## config.mk

```make
export PLATFORM = sky130hd
export DESIGN_NAME = bytecmd_decoder
export DESIGN_NICKNAME = d
export VERILOG_FILES = /design/src/rtl/bytecmd_pkg.sv /design/src/rtl/bytecmd_collect.sv /design/src/rtl/bytecmd_window.sv /design/src/rtl/bytecmd_decoder.sv
export SDC_FILE = /design/constraint.sdc
export NUM_CORES = 1
export LEC_CHECK = 0
export BUFFER_PORTS_ARGS = -buffer_cell sky130_fd_sc_hd__buf_4
export CAP_MARGIN = 20
export CORE_MARGIN = 2
export CORE_UTILIZATION = 59
export CTS_CLUSTER_DIAMETER = 30
export DETAILED_ROUTE_END_ITERATION = 8
export GPL_TIMING_DRIVEN = 0
export MAX_ROUTING_LAYER = met4
export PLACE_DENSITY = 0.8
export SYNTH_ARGS = -nofsm -noshare
export SYNTH_HDL_FRONTEND = slang
export SYNTH_SLANG_ARGS = --single-unit
```

## constraint.sdc

```tcl
create_clock -name clk -period 3 [get_ports clk]
set_input_delay 0.9 -clock clk [delete_from_list [all_inputs] [get_ports clk]]
set_output_delay 0.9 -clock clk [all_outputs]
set_load 0.02 [all_outputs]
```

## src/rtl/bytecmd_pkg.sv

```systemverilog
package bytecmd_pkg;

    localparam int BYTE_W     = 8;
    localparam int ADDR_BYTES = 2;
    localparam int DATA_BYTES = 4;
    localparam int CMD_BYTES  = ADDR_BYTES + DATA_BYTES;
    localparam int ADDR_W     = ADDR_BYTES * BYTE_W;
    localparam int DATA_W     = DATA_BYTES * BYTE_W;
    localparam int SLOT_W     = $clog2(CMD_BYTES + 1);
    localparam int NUM_WIN    = 2;

    typedef logic [BYTE_W-1:0]           byte_t;
    typedef logic [SLOT_W-1:0]           slot_t;
    typedef logic [ADDR_W-1:0]           addr_t;
    typedef logic [CMD_BYTES*BYTE_W-1:0] cmd_flat_t;

    typedef enum logic {
        ST_IDLE    = 1'b0,
        ST_COLLECT = 1'b1
    } rx_state_e;

    typedef struct packed {
        logic [ADDR_W-1:0] addr;
        logic [DATA_W-1:0] data;
    } cmd_word_t;

    // Byte k of the burst lives at flat[k*BYTE_W +: BYTE_W].
    function automatic cmd_word_t unpack_cmd(input cmd_flat_t flat);
        cmd_word_t c;
        c = '0;
        for (int k = 0; k < ADDR_BYTES; k++)
            c.addr[k*BYTE_W +: BYTE_W] = flat[k*BYTE_W +: BYTE_W];
        for (int k = 0; k < DATA_BYTES; k++)
            c.data[k*BYTE_W +: BYTE_W] = flat[(ADDR_BYTES+k)*BYTE_W +: BYTE_W];
        return c;
    endfunction

    function automatic logic window_hit(input addr_t a, input addr_t base, input addr_t mask);
        return ((a & mask) == (base & mask));
    endfunction

endpackage

```

## src/rtl/bytecmd_collect.sv

```systemverilog
module bytecmd_collect
    import bytecmd_pkg::*;
(
    input  logic      clk,
    input  logic      rst,
    input  byte_t     bus_byte,
    input  logic      bus_first,
    output cmd_word_t cmd,
    output logic      done
);

    localparam slot_t LAST_SLOT = slot_t'(CMD_BYTES - 1);

    rx_state_e state;
    slot_t     slot;
    cmd_flat_t acc;
    cmd_flat_t acc_next;

    always_comb begin
        acc_next = acc;
        acc_next[int'(slot)*BYTE_W +: BYTE_W] = bus_byte;
    end

    always_ff @(posedge clk) begin
        if (rst) begin
            state <= ST_IDLE;
            slot  <= '0;
            acc   <= '0;
            cmd   <= '0;
            done  <= 1'b0;
        end else begin
            done <= 1'b0;
            if (bus_first) begin
                acc   <= cmd_flat_t'(bus_byte);
                slot  <= slot_t'(1);
                state <= ST_COLLECT;
            end else if (state == ST_COLLECT) begin
                if (slot == LAST_SLOT) begin
                    cmd   <= unpack_cmd(acc_next);
                    done  <= 1'b1;
                    slot  <= '0;
                    state <= ST_IDLE;
                end else begin
                    acc  <= acc_next;
                    slot <= slot + slot_t'(1);
                end
            end
        end
    end

    AST_DONE_PULSE: assert property (@(posedge clk) disable iff (rst)
        done |=> !done);
    AST_STROBE_RESTART: assert property (@(posedge clk) disable iff (rst)
        bus_first |=> (state == ST_COLLECT && slot == slot_t'(1)));
    AST_IDLE_IGNORED: assert property (@(posedge clk) disable iff (rst)
        (state == ST_IDLE && !bus_first) |=> ($stable(cmd) && !done));
    AST_DONE_AFTER_LAST: assert property (@(posedge clk) disable iff (rst)
        done |-> ($past(slot) == LAST_SLOT && !$past(bus_first)));

endmodule

```

## src/rtl/bytecmd_window.sv

```systemverilog
module bytecmd_window
    import bytecmd_pkg::*;
#(
    parameter addr_t BASE = '0,
    parameter addr_t MASK = '0
) (
    input  addr_t addr,
    output logic  hit
);

    assign hit = window_hit(addr, BASE, MASK);

endmodule

```

## src/rtl/bytecmd_decoder.sv

```systemverilog
module bytecmd_decoder
    import bytecmd_pkg::*;
#(
    parameter int          LOCAL_W   = 4,
    parameter logic [15:0] WIN0_BASE = 16'h0730,
    parameter logic [15:0] WIN0_MASK = 16'hFFF8,
    parameter logic [15:0] WIN1_BASE = 16'h0738,
    parameter logic [15:0] WIN1_MASK = 16'hFFFE
) (
    input  logic                clk,
    input  logic                rst,
    input  logic [BYTE_W-1:0]   bus_byte,
    input  logic                bus_first,
    output logic [LOCAL_W-1:0]  wr_addr,
    output logic [DATA_W-1:0]   wr_data,
    output logic [NUM_WIN-1:0]  wr_en
);

    cmd_word_t          cmd;
    logic               done;
    logic [NUM_WIN-1:0] hit;

    bytecmd_collect u_collect (
        .clk       (clk),
        .rst       (rst),
        .bus_byte  (bus_byte),
        .bus_first (bus_first),
        .cmd       (cmd),
        .done      (done)
    );

    for (genvar g = 0; g < NUM_WIN; g++) begin : g_win
        localparam addr_t W_BASE = (g == 0) ? addr_t'(WIN0_BASE) : addr_t'(WIN1_BASE);
        localparam addr_t W_MASK = (g == 0) ? addr_t'(WIN0_MASK) : addr_t'(WIN1_MASK);
        bytecmd_window #(
            .BASE (W_BASE),
            .MASK (W_MASK)
        ) u_win (
            .addr (cmd.addr),
            .hit  (hit[g])
        );
    end

    assign wr_en   = done ? hit : '0;
    assign wr_addr = cmd.addr[LOCAL_W-1:0];
    assign wr_data = cmd.data;

    AST_WE_ONE_CYCLE: assert property (@(posedge clk) disable iff (rst)
        (|wr_en) |=> (wr_en == '0));
    AST_WE_AFTER_BYTES: assert property (@(posedge clk) disable iff (rst)
        (|wr_en) |-> !$past(bus_first));

endmodule

```

Yosys cells after proc, flatten, opt, wreduce, memory -nomap -nowiden
Cells that the tools add are included.

Flip-flop bits (word level): 101. Word-level logic and storage cells: 37. Output and inout bits: 38.

Add/sub/neg operators: 2. Bitwise gates (word level): 3. Shift-type cells: 2. Mux-type cells: 12. Reductions and logical operators: 6. Equality and inequality tests: 4.

Operators by type and width (number): 48-bit bitwise mux (1); 8-bit by 33-bit variable shift with 48-bit output, first input constant (1); 8-bit by 33-bit indexed part select with 48-bit output (1); 6-bit negation with 33-bit output (1); 8-bit 2-to-1 mux (3); 15-bit by 10-bit equality test with 1-bit output, second input constant (1); 13-bit by 8-bit equality test with 1-bit output, second input constant (1); 1-bit 2-to-1 mux (6); 2-bit AND reduction (2); 3-bit by 1-bit adder with 3-bit output, second input constant (1); 3-bit equality test, second input constant (1); 3-bit 2-to-1 mux (1); 1-bit NOT (3); 3-bit AND reduction (1); 3-bit OR reduction (1); 2-bit 2-to-1 mux (1); 2-bit inequality test, second input constant (1); 2-bit nonzero test (1); 2-bit OR reduction (1).

Logic depth before layout (Yosys ltp)
Gate-level depths: netlist (run 1).

Depth in word-level cells: 6. Gate-level depth with buffers: 10. Mapped depth without buffers: 6.

By module
Synthesis (run 1) repeated with hierarchy kept, for this count alone.

Cells, all modules: 551. Area total of the unflattened synthesis: 4799.6 sq um.

Modules (own cells, without submodules): bytecmd_collect (area an instance 4693.3 sq um, instances 1, seq. area each 2021.9 sq um, cells each 539); bytecmd_window at g_win[1].u_win (area an instance 50.0 sq um, instances 1, seq. area each 0.0 sq um, cells each 5); bytecmd_window at g_win[0].u_win (area an instance 43.8 sq um, instances 1, seq. area each 0.0 sq um, cells each 5); bytecmd_decoder (area an instance 12.5 sq um, instances 1, seq. area each 0.0 sq um, cells each 2).

Worst setup path after synthesis (run 1)
No wires, ideal clock.

Path type: register to output. Start: register u_collect.cmd[47] (netlist name). End: output wr_en[1]. Path buffers: 0. Stages on the path, launching flop included: 4. Path slack: 0.613 ns. Data arrival time: 1.487 ns. Cell sequence: dfxtp_1 nor4b_1 nand4_1 nor4b_1.

Word-level cells in the longest chain between the ends: 2.

Ends and longest elaborated chain: 15-bit by 10-bit equality test with 1-bit output (RTL line bytecmd_pkg.sv:39) `return ((a & mask) == (base & mask));`; 2-bit 2-to-1 mux (RTL line bytecmd_decoder.sv:44) `assign wr_en = done ? hit : '0;`; end: declaration (RTL line bytecmd_decoder.sv:16) `output logic [NUM_WIN-1:0] wr_en`.

Every way passes these cells.

Worst setup path after layout (run 1)
Start: register u_collect.slot[0]. End: register u_collect.cmd[2] (netlist name).

Word-level cells in the longest chain between the ends: 3.

Ends and longest elaborated chain: start: declaration (RTL line bytecmd_collect.sv:15) `slot_t slot;`; start signal: assignment (RTL line bytecmd_collect.sv:35) `slot <= slot_t'(1);`; start signal: assignment (RTL line bytecmd_collect.sv:45) `slot <= slot + slot_t'(1);`; 6-bit negation with 33-bit output (RTL line bytecmd_collect.sv:21) `acc_next[int'(slot)*BYTE_W +: BYTE_W] = bus_byte;`; 8-bit by 33-bit indexed part select with 48-bit output or 8-bit by 33-bit variable shift with 48-bit output (tied branches) (RTL line bytecmd_collect.sv:21); 48-bit bitwise mux (RTL line bytecmd_collect.sv:21).

Several ways; a longest one is shown, not always the timed one. A chain may end at the register's enable or synchronous reset.

==> results.py, run 1 <==
metrics = {
    "global_route": {
        "grt_pass1_wl_mm": 20.1,
        "antenna_found_initial": 0,
        "overflow": 0,
        "grt_pass1_vias": 4090,
        "grt_max_degree": 16,
        "grt_usage_pct": 29.1,
    },
    "timing": {
        "rsz0062_at_grt": "no",
        "fin_hold_ws_ns": 0.470,
        "layout_worst_path_cycle_share_pct": 95.6,
        "finalSetupTns_ns": 0,
        "max_freq_ghz": 0.349,
        "worst_slew_pin_slew_ns": 0.736,
        "maxSlewViolCount": 0,
        "setup_slack_ns": 0.131,
        "min_period_ns": 2.87,
        "finalClockSkew_ns": 0.00934,
        "setup_viol": 0,
        "hold_violations": 0,
        "max_slew_margin_pct": 50.9,
    },
    "final_layout": {
        "fillers": 678,
        "layout_commonest_cell": "dfxtp_1",
        "syn2layout_area_growth_pct": 14.5,
        "layout_common_cells": "dfxtp_1 (101), buf_4 (86), nand2_1 (74)",
        "final-instance-count-excl-fill": 732,
        "nets": 638,
        "final_area_um2": 5670,
        "final_layout_size_suffix_gt1_share_pct": 23.8,
        "antenna_cells": 0,
        "seq_area_um2": 2020,
        "multi_input_area_um2": 2340,
        "post-route-util_pct": 69.4,
    },
    "detailed_routing": {
        "ant_nets": 0,
        "wl_per_cell_um": 17.2,
        "first_pass_iters": 5,
        "drc": 0,
        "vias": 4408,
        "totalWireLength_mm": 12.6,
        "viasPerCell": 6.02,
        "initialDrtViolationCount": 333,
    },
    "die": {
        "core-area_um2": 8180,
        "start_util_pct": 60.6,
        "die_x_um": 95.7,
        "ioPinCount": 49,
        "rows": 33,
        "design.die.area_um2": 9150,
        "die_h_um": 95.7,
    },
    "yosys": {
        "synth-main-ff-cell": "dfxtp_1",
        "ys_seq_elements": 101,
        "ys_warn_count": 0,
        "syn_area_um2": 4960,
        "yosysSeqAreaShare_pct": 40.8,
        "synth-edff-count": 0,
        "netlist_instances": 563,
        "syn_area_per_cell_um2": 8.80,
        "syn_nets": 579,
        "yosysTopAreaCellShare_pct": 40.8,
        "synth.top_cells.by_area": "dfxtp_1 (41%), a311oi_1 (7.1%), buf_4 (5.8%)",
        "synth_top_area_cell": "dfxtp_1",
        "yosysUniqueCellTypes": 37,
        "synth-async-reset-ratio_pct": 0,
    },
    "place": {
        "dpl.cell_count": 716,
        "pre_cts_ws_ns": 0.240,
        "hpwl_mm": 8.94,
        "routabilityCongestion": 0.891,
        "dpl_cell_area_um2": 5450,
        "port_buffers": 48,
    },
    "clock_tree": {
        "cts-hold-fix-buffers": 0,
        "clk_latency_ns": 0.36,
        "root_buffer": "clkbuf_8",
        "cts_buffer_depth": 2,
        "htreeDepth": 3,
        "cts_made_buffers": 9,
        "cts_tree": "built",
        "clkSlewWorstSetupHoldPaths_ns": 0.09,
        "clock_sinks": 101,
        "cts_resized": 0,
        "post_cts_buffers": 0,
    },
    "critical_path": {
        "r2r_start": "u_collect.slot[0]$_SDFFE_PP0P_",
        "cp_max_fo": 10,
        "end_kind": "register",
        "max_stage_delay_ns": 0.52,
        "r2r_cells": 10,
        "cpMaxStageDelayCell": "dfxtp_1",
        "crit_chain": "buf_4, buf_6, inv_1, ha_1, ha_1, nor2b_1, buf_4, buf_6, a311oi_1, a2111oi_2",
        "crit_buf_inv": 5,
        "r2r_end": "u_collect.cmd[2]$_SDFFE_PP0P_",
        "start_kind": "register",
        "arrival_ns": 3.11,
        "required_ns": 3.24,
        "rrSetupSlack_ns": 0.13,
        "crit_family": "buffers and inverters",
        "crit_type": "reg -> reg",
    },
    "worst_hold_path": {
        "min_from": "u_collect.acc[21]$_SDFFE_PP0P_",
        "holdPathEnd": "u_collect.acc[21]$_SDFFE_PP0P_",
        "hold_depth": 2,
        "hold_path_class": "reg -> reg",
    },
    "pwr": {
        "p_seq_share_pct": 53.1,
        "p_leak_nw": 2.17,
        "p_comb_share_pct": 8.9,
        "cellPowerDensity_nw_per_um2": 450,
        "vdd_drop_max_mv": 0.337,
        "intPower_mw": 1.94,
        "p_total_mw": 2.55,
        "switchingPower_mw": 0.610,
        "clkPwrFrac_pct": 38.0,
        "switching_share_pct": 23.9,
    },
    "job": {
        "maxCapViolations": 0,
    },
    "run_status": {
        "status": "completed",
    },
}
state kept, by name, indices dropped and copies added, names as in the netlist:
name / count
u_collect.state: 1
u_collect.slot: 3
u_collect.acc: 48
u_collect.done: 1
u_collect.cmd: 48
synthesized netlist by cell type, types with 5 or more instances:
cell / number
nand3b_1: 8
buf_4: 38
nand3_1: 26
nand2b_1: 16
o21ai_1: 15
dfxtp_1: 101
a2111oi_2: 15
mux2i_1: 24
nand2_1: 74
a311oi_1: 40
o21ai_0: 19
a21oi_1: 27
ha_1: 5
buf_2: 21
and3b_1: 6
clkbuf_1: 25
buf_6: 8
nor2_1: 54
nor3b_1: 8
worst max path at each step:
stage | from | to | slack, ns | cells past startpoint
global placement | u_collect.slot[0]$_SDFFE_PP0P_ | u_collect.cmd[2]$_SDFFE_PP0P_ | 0.37 | 10
floorplan | u_collect.cmd[47]$_SDFFE_PP0P_ | wr_en[1] | 0.61 | 3
CTS | u_collect.slot[0]$_SDFFE_PP0P_ | u_collect.cmd[2]$_SDFFE_PP0P_ | 0.21 | 10
global route | u_collect.slot[0]$_SDFFE_PP0P_ | u_collect.cmd[28]$_SDFFE_PP0P_ | 0.06 | 10
detailed placement | u_collect.slot[0]$_SDFFE_PP0P_ | u_collect.cmd[2]$_SDFFE_PP0P_ | 0.24 | 10
finish | u_collect.slot[0]$_SDFFE_PP0P_ | u_collect.cmd[2]$_SDFFE_PP0P_ | 0.13 | 10
power by group through the flow:
| stage | Clock [mW] | Combinational, mW | Sequential, mW |
|---|---|---|---|
| floorplan | 0 | 0.152 | 1.39 |
| global placement | 0 | 0.216 | 1.39 |
| detailed placement | 0 | 0.221 | 1.39 |
| CTS | 0.974 | 0.222 | 1.36 |
| global route | 1.03 | 0.242 | 1.36 |
| finish | 0.970 | 0.228 | 1.36 |
worst register-to-register path: stages, from the launching register on:
cell	delay, ns
dfxtp_1	0.52
buf_4	0.24
buf_6	0.15
inv_1	0.05
ha_1	0.22
ha_1	0.44
nor2b_1	0.21
buf_4	0.20
buf_6	0.18
a311oi_1	0.15
a2111oi_2	0.41
logic make-up after synthesis:
logic type	count (synthesis)	synth area share (%)
simple gates	214	22.1
fa+ha+maj	5	1.26
mux	24	4.85
compound gates	121	18.9
flops	101	40.8
buf+inv	98	12.0
routing by layer:
layer	GRT usage [%]	part of all wire (%)	vias up
met3	4.03	6.7	38
met4	12.3	3.5	0
met5	-	0	-
li1	-	-	2076
met1	37.4	43	2092
met2	46.1	47	202
final cells by class:
type | count | share of cell area, %
Tap cell | 105 | 2.32
Clock buffer | 13 | 2.80
Multi-Input combinational cell | 364 | 41.2
Buffer | 94 | 10.3
Sequential cell | 101 | 35.6
Timing Repair Buffer | 48 | 6.35
Clock inverter | 3 | 1.19
Inverter | 4 | 0.265
(Power assumes the default switching activity.)
==> inputs of run 2 (changes only) <==
--- a/config.mk
+++ b/config.mk
@@ -5,6 +5,7 @@
 export SDC_FILE = /design/constraint.sdc
 export NUM_CORES = 1
 export LEC_CHECK = 0
+export ABC_AREA = 1
 export BUFFER_PORTS_ARGS = -buffer_cell sky130_fd_sc_hd__buf_4
 export CAP_MARGIN = 20
 export CORE_MARGIN = 2
==> results.py, run 2 <==
metrics = {
    "run_status": {
        "status": "completed",
    },
    "yosys": {
        "synth_top_area_cell": "dfxtp_1",
        "yosysSeqAreaShare_pct": 40.3,
        "synth-edff-count": 0,
        "syn_area_per_cell_um2": 6.98,
        "syn_nets": 735,
        "synth.top_cells.by_area": "dfxtp_1 (40%), nand2_1 (8.8%), nand3_1 (7.8%)",
        "ys_seq_elements": 101,
        "syn_area_um2": 5020,
        "ys_warn_count": 0,
        "yosysUniqueCellTypes": 32,
        "netlist_instances": 719,
        "synth-async-reset-ratio_pct": 0,
        "synth-main-ff-cell": "dfxtp_1",
        "yosysMostFrequentCell": "nand2_1",
        "yosysTopAreaCellShare_pct": 40.3,
        "synthTopCellsByCount": "nand2_1 (118), dfxtp_1 (101), inv_1 (91)",
    },
    "clock_tree": {
        "cts_resized": 0,
        "cts_buffer_depth": 2,
        "cts-hold-fix-buffers": 0,
        "cts_tree": "built",
        "root_buffer": "clkbuf_8",
        "clkSlewWorstSetupHoldPaths_ns": 0.11,
        "post_cts_buffers": 0,
        "clk_latency_ns": 0.37,
        "htreeDepth": 3,
        "clock_sinks": 101,
        "cts_made_buffers": 9,
    },
    "detailed_routing": {
        "totalWireLength_mm": 12.6,
        "first_pass_iters": 5,
        "wl_per_cell_um": 14.2,
        "ant_nets": 0,
        "vias": 4744,
        "initialDrtViolationCount": 252,
        "viasPerCell": 5.34,
        "drc": 0,
    },
    "final_layout": {
        "final_area_um2": 5700,
        "final_layout_size_suffix_gt1_share_pct": 18.1,
        "seq_area_um2": 2020,
        "final-instance-count-excl-fill": 888,
        "syn2layout_area_growth_pct": 13.6,
        "layout_commonest_cell": "nand2_1",
        "top_regs": "u_collect.acc (48), u_collect.cmd (48), u_collect.slot (3)",
        "layout_common_cells": "nand2_1 (118), dfxtp_1 (101), inv_1 (91)",
        "multi_input_area_um2": 2160,
        "antenna_cells": 0,
        "nets": 794,
        "fillers": 717,
    },
    "die": {
        "core-area_um2": 8220,
        "die_h_um": 96.2,
        "start_util_pct": 61.0,
        "design.die.area_um2": 9260,
        "ioPinCount": 49,
        "die_x_um": 96.2,
        "rows": 33,
    },
    "global_route": {
        "grt_pass1_wl_mm": 20.5,
        "grt_usage_pct": 29.5,
        "overflow": 0,
        "grt_max_degree": 20,
        "grt_pass1_vias": 4315,
        "antenna_found_initial": 0,
    },
    "job": {
        "maxCapViolations": 0,
    },
    "place": {
        "routabilityCongestion": 0.892,
        "hpwl_mm": 9.33,
        "dpl_cell_area_um2": 5510,
        "dpl.cell_count": 872,
        "port_buffers": 48,
    },
    "timing": {
        "min_period_ns": 2.47,
        "rsz0062_at_grt": "no",
        "layout_worst_path_cycle_share_pct": 82.3,
        "setup_viol": 0,
        "finalClockSkew_ns": 0.0101,
        "maxSlewViolCount": 0,
        "max_slew_margin_pct": 61.9,
        "hold_violations": 0,
        "max_freq_ghz": 0.405,
        "worst_slew_pin_slew_ns": 0.569,
        "finalSetupTns_ns": 0,
    },
    "pwr": {
        "p_total_mw": 2.53,
        "vdd_drop_max_mv": 0.382,
        "cellPowerDensity_nw_per_um2": 444,
        "p_leak_nw": 2.84,
    },
    "critical_path": {
        "r2r_cells": 11,
        "crit_type": "reg -> out",
        "arrival_ns": 1.57,
        "required_ns": 2.10,
        "end_kind": "output port",
        "cp_max_fo": 2,
        "start_kind": "register",
    },
    "worst_hold_path": {
        "hold_depth": 2,
        "hold_path_class": "reg -> reg",
    },
}
## run 2: changes by cell type after synthesis, sizes merged, moves of 14 or more
cell | before | now
nand3 | 26 | 79
a311oi | 40 | 0
nor2 | 54 | 86
inv | 4 | 99
nand2b | 16 | 0
clkbuf | 25 | 11
nand2 | 74 | 124
a2111oi | 16 | 0
a21oi | 27 | 58
mux2i | 24 | 0
o21ai | 34 | 79
## run 2: kinds of logic (layout without fill, tap and decap cells)
kind of cell	Yosys count	after routing	share of synthesized area (%)
flip-flops	101	101	40.3
buffers and inverters	167	231	16.7
AO/OA/AOI/OAI	145	145	14.9
adder cells (fa/ha/maj)	5	5	1.25
AND/OR/NAND/NOR	301	301	26.8
## run 2: worst paths after layout
kind	endpoint	startpoint	slack [ns]
worst min-delay path	u_collect.cmd[36]$_SDFFE_PP0P_	u_collect.cmd[36]$_SDFFE_PP0P_	0.48
worst max register to register	u_collect.acc[33]$_SDFFE_PP0P_	u_collect.slot[0]$_SDFFE_PP0P_	0.66
worst min register to register	u_collect.cmd[36]$_SDFFE_PP0P_	u_collect.cmd[36]$_SDFFE_PP0P_	0.48
worst max-delay path	wr_en[0]	u_collect.cmd[47]$_SDFFE_PP0P_	0.53
## run 2: report_power, final
group	total [mW]	internal, mW	switching (mW)	leakage [nW]
Combinational	0.301	0.0884	0.213	1.92
Sequential	1.38	1.37	0.0138	0.819
Clock	0.846	0.326	0.520	0.0965
## run 2: layer usage
metal  GRT usage [%]  wire, um
met4            8.45       208
met2            47.6      5910
met1            38.2      5640
met5               -         0
met3            5.09       863
## run 2: metrics by stage
step | worst slack (ns) | hold WS (ns) | util, %
2_1_floorplan | 0.938 | 0.449 | -
3_3_place_gp | 0.726 | 0.461 | 67.0
3_5_place_dp | 0.687 | 0.463 | 67.0
4_1_cts | 0.537 | 0.478 | 69.3
5_1_grt | 0.431 | 0.515 | 69.3
6_report | 0.530 | 0.477 | 69.3
## run 2: layout make-up
cell class | count | area share (%)
plain buffers | 68 | 8.12
well taps | 105 | 2.31
multi-input cells | 451 | 37.9
inverters | 99 | 6.57
clock inverters | 6 | 1.10
clock buffers | 10 | 2.24
flip-flops and latches | 101 | 35.5
repair buffers | 48 | 6.32
## run 2: worst max-delay path, stage by stage (launching register included)
cell and delay [ns]:
dfxtp_1 0.33, nor3_1 0.24, nand2_1 0.19, nor4_1 0.24, buf_4 0.20
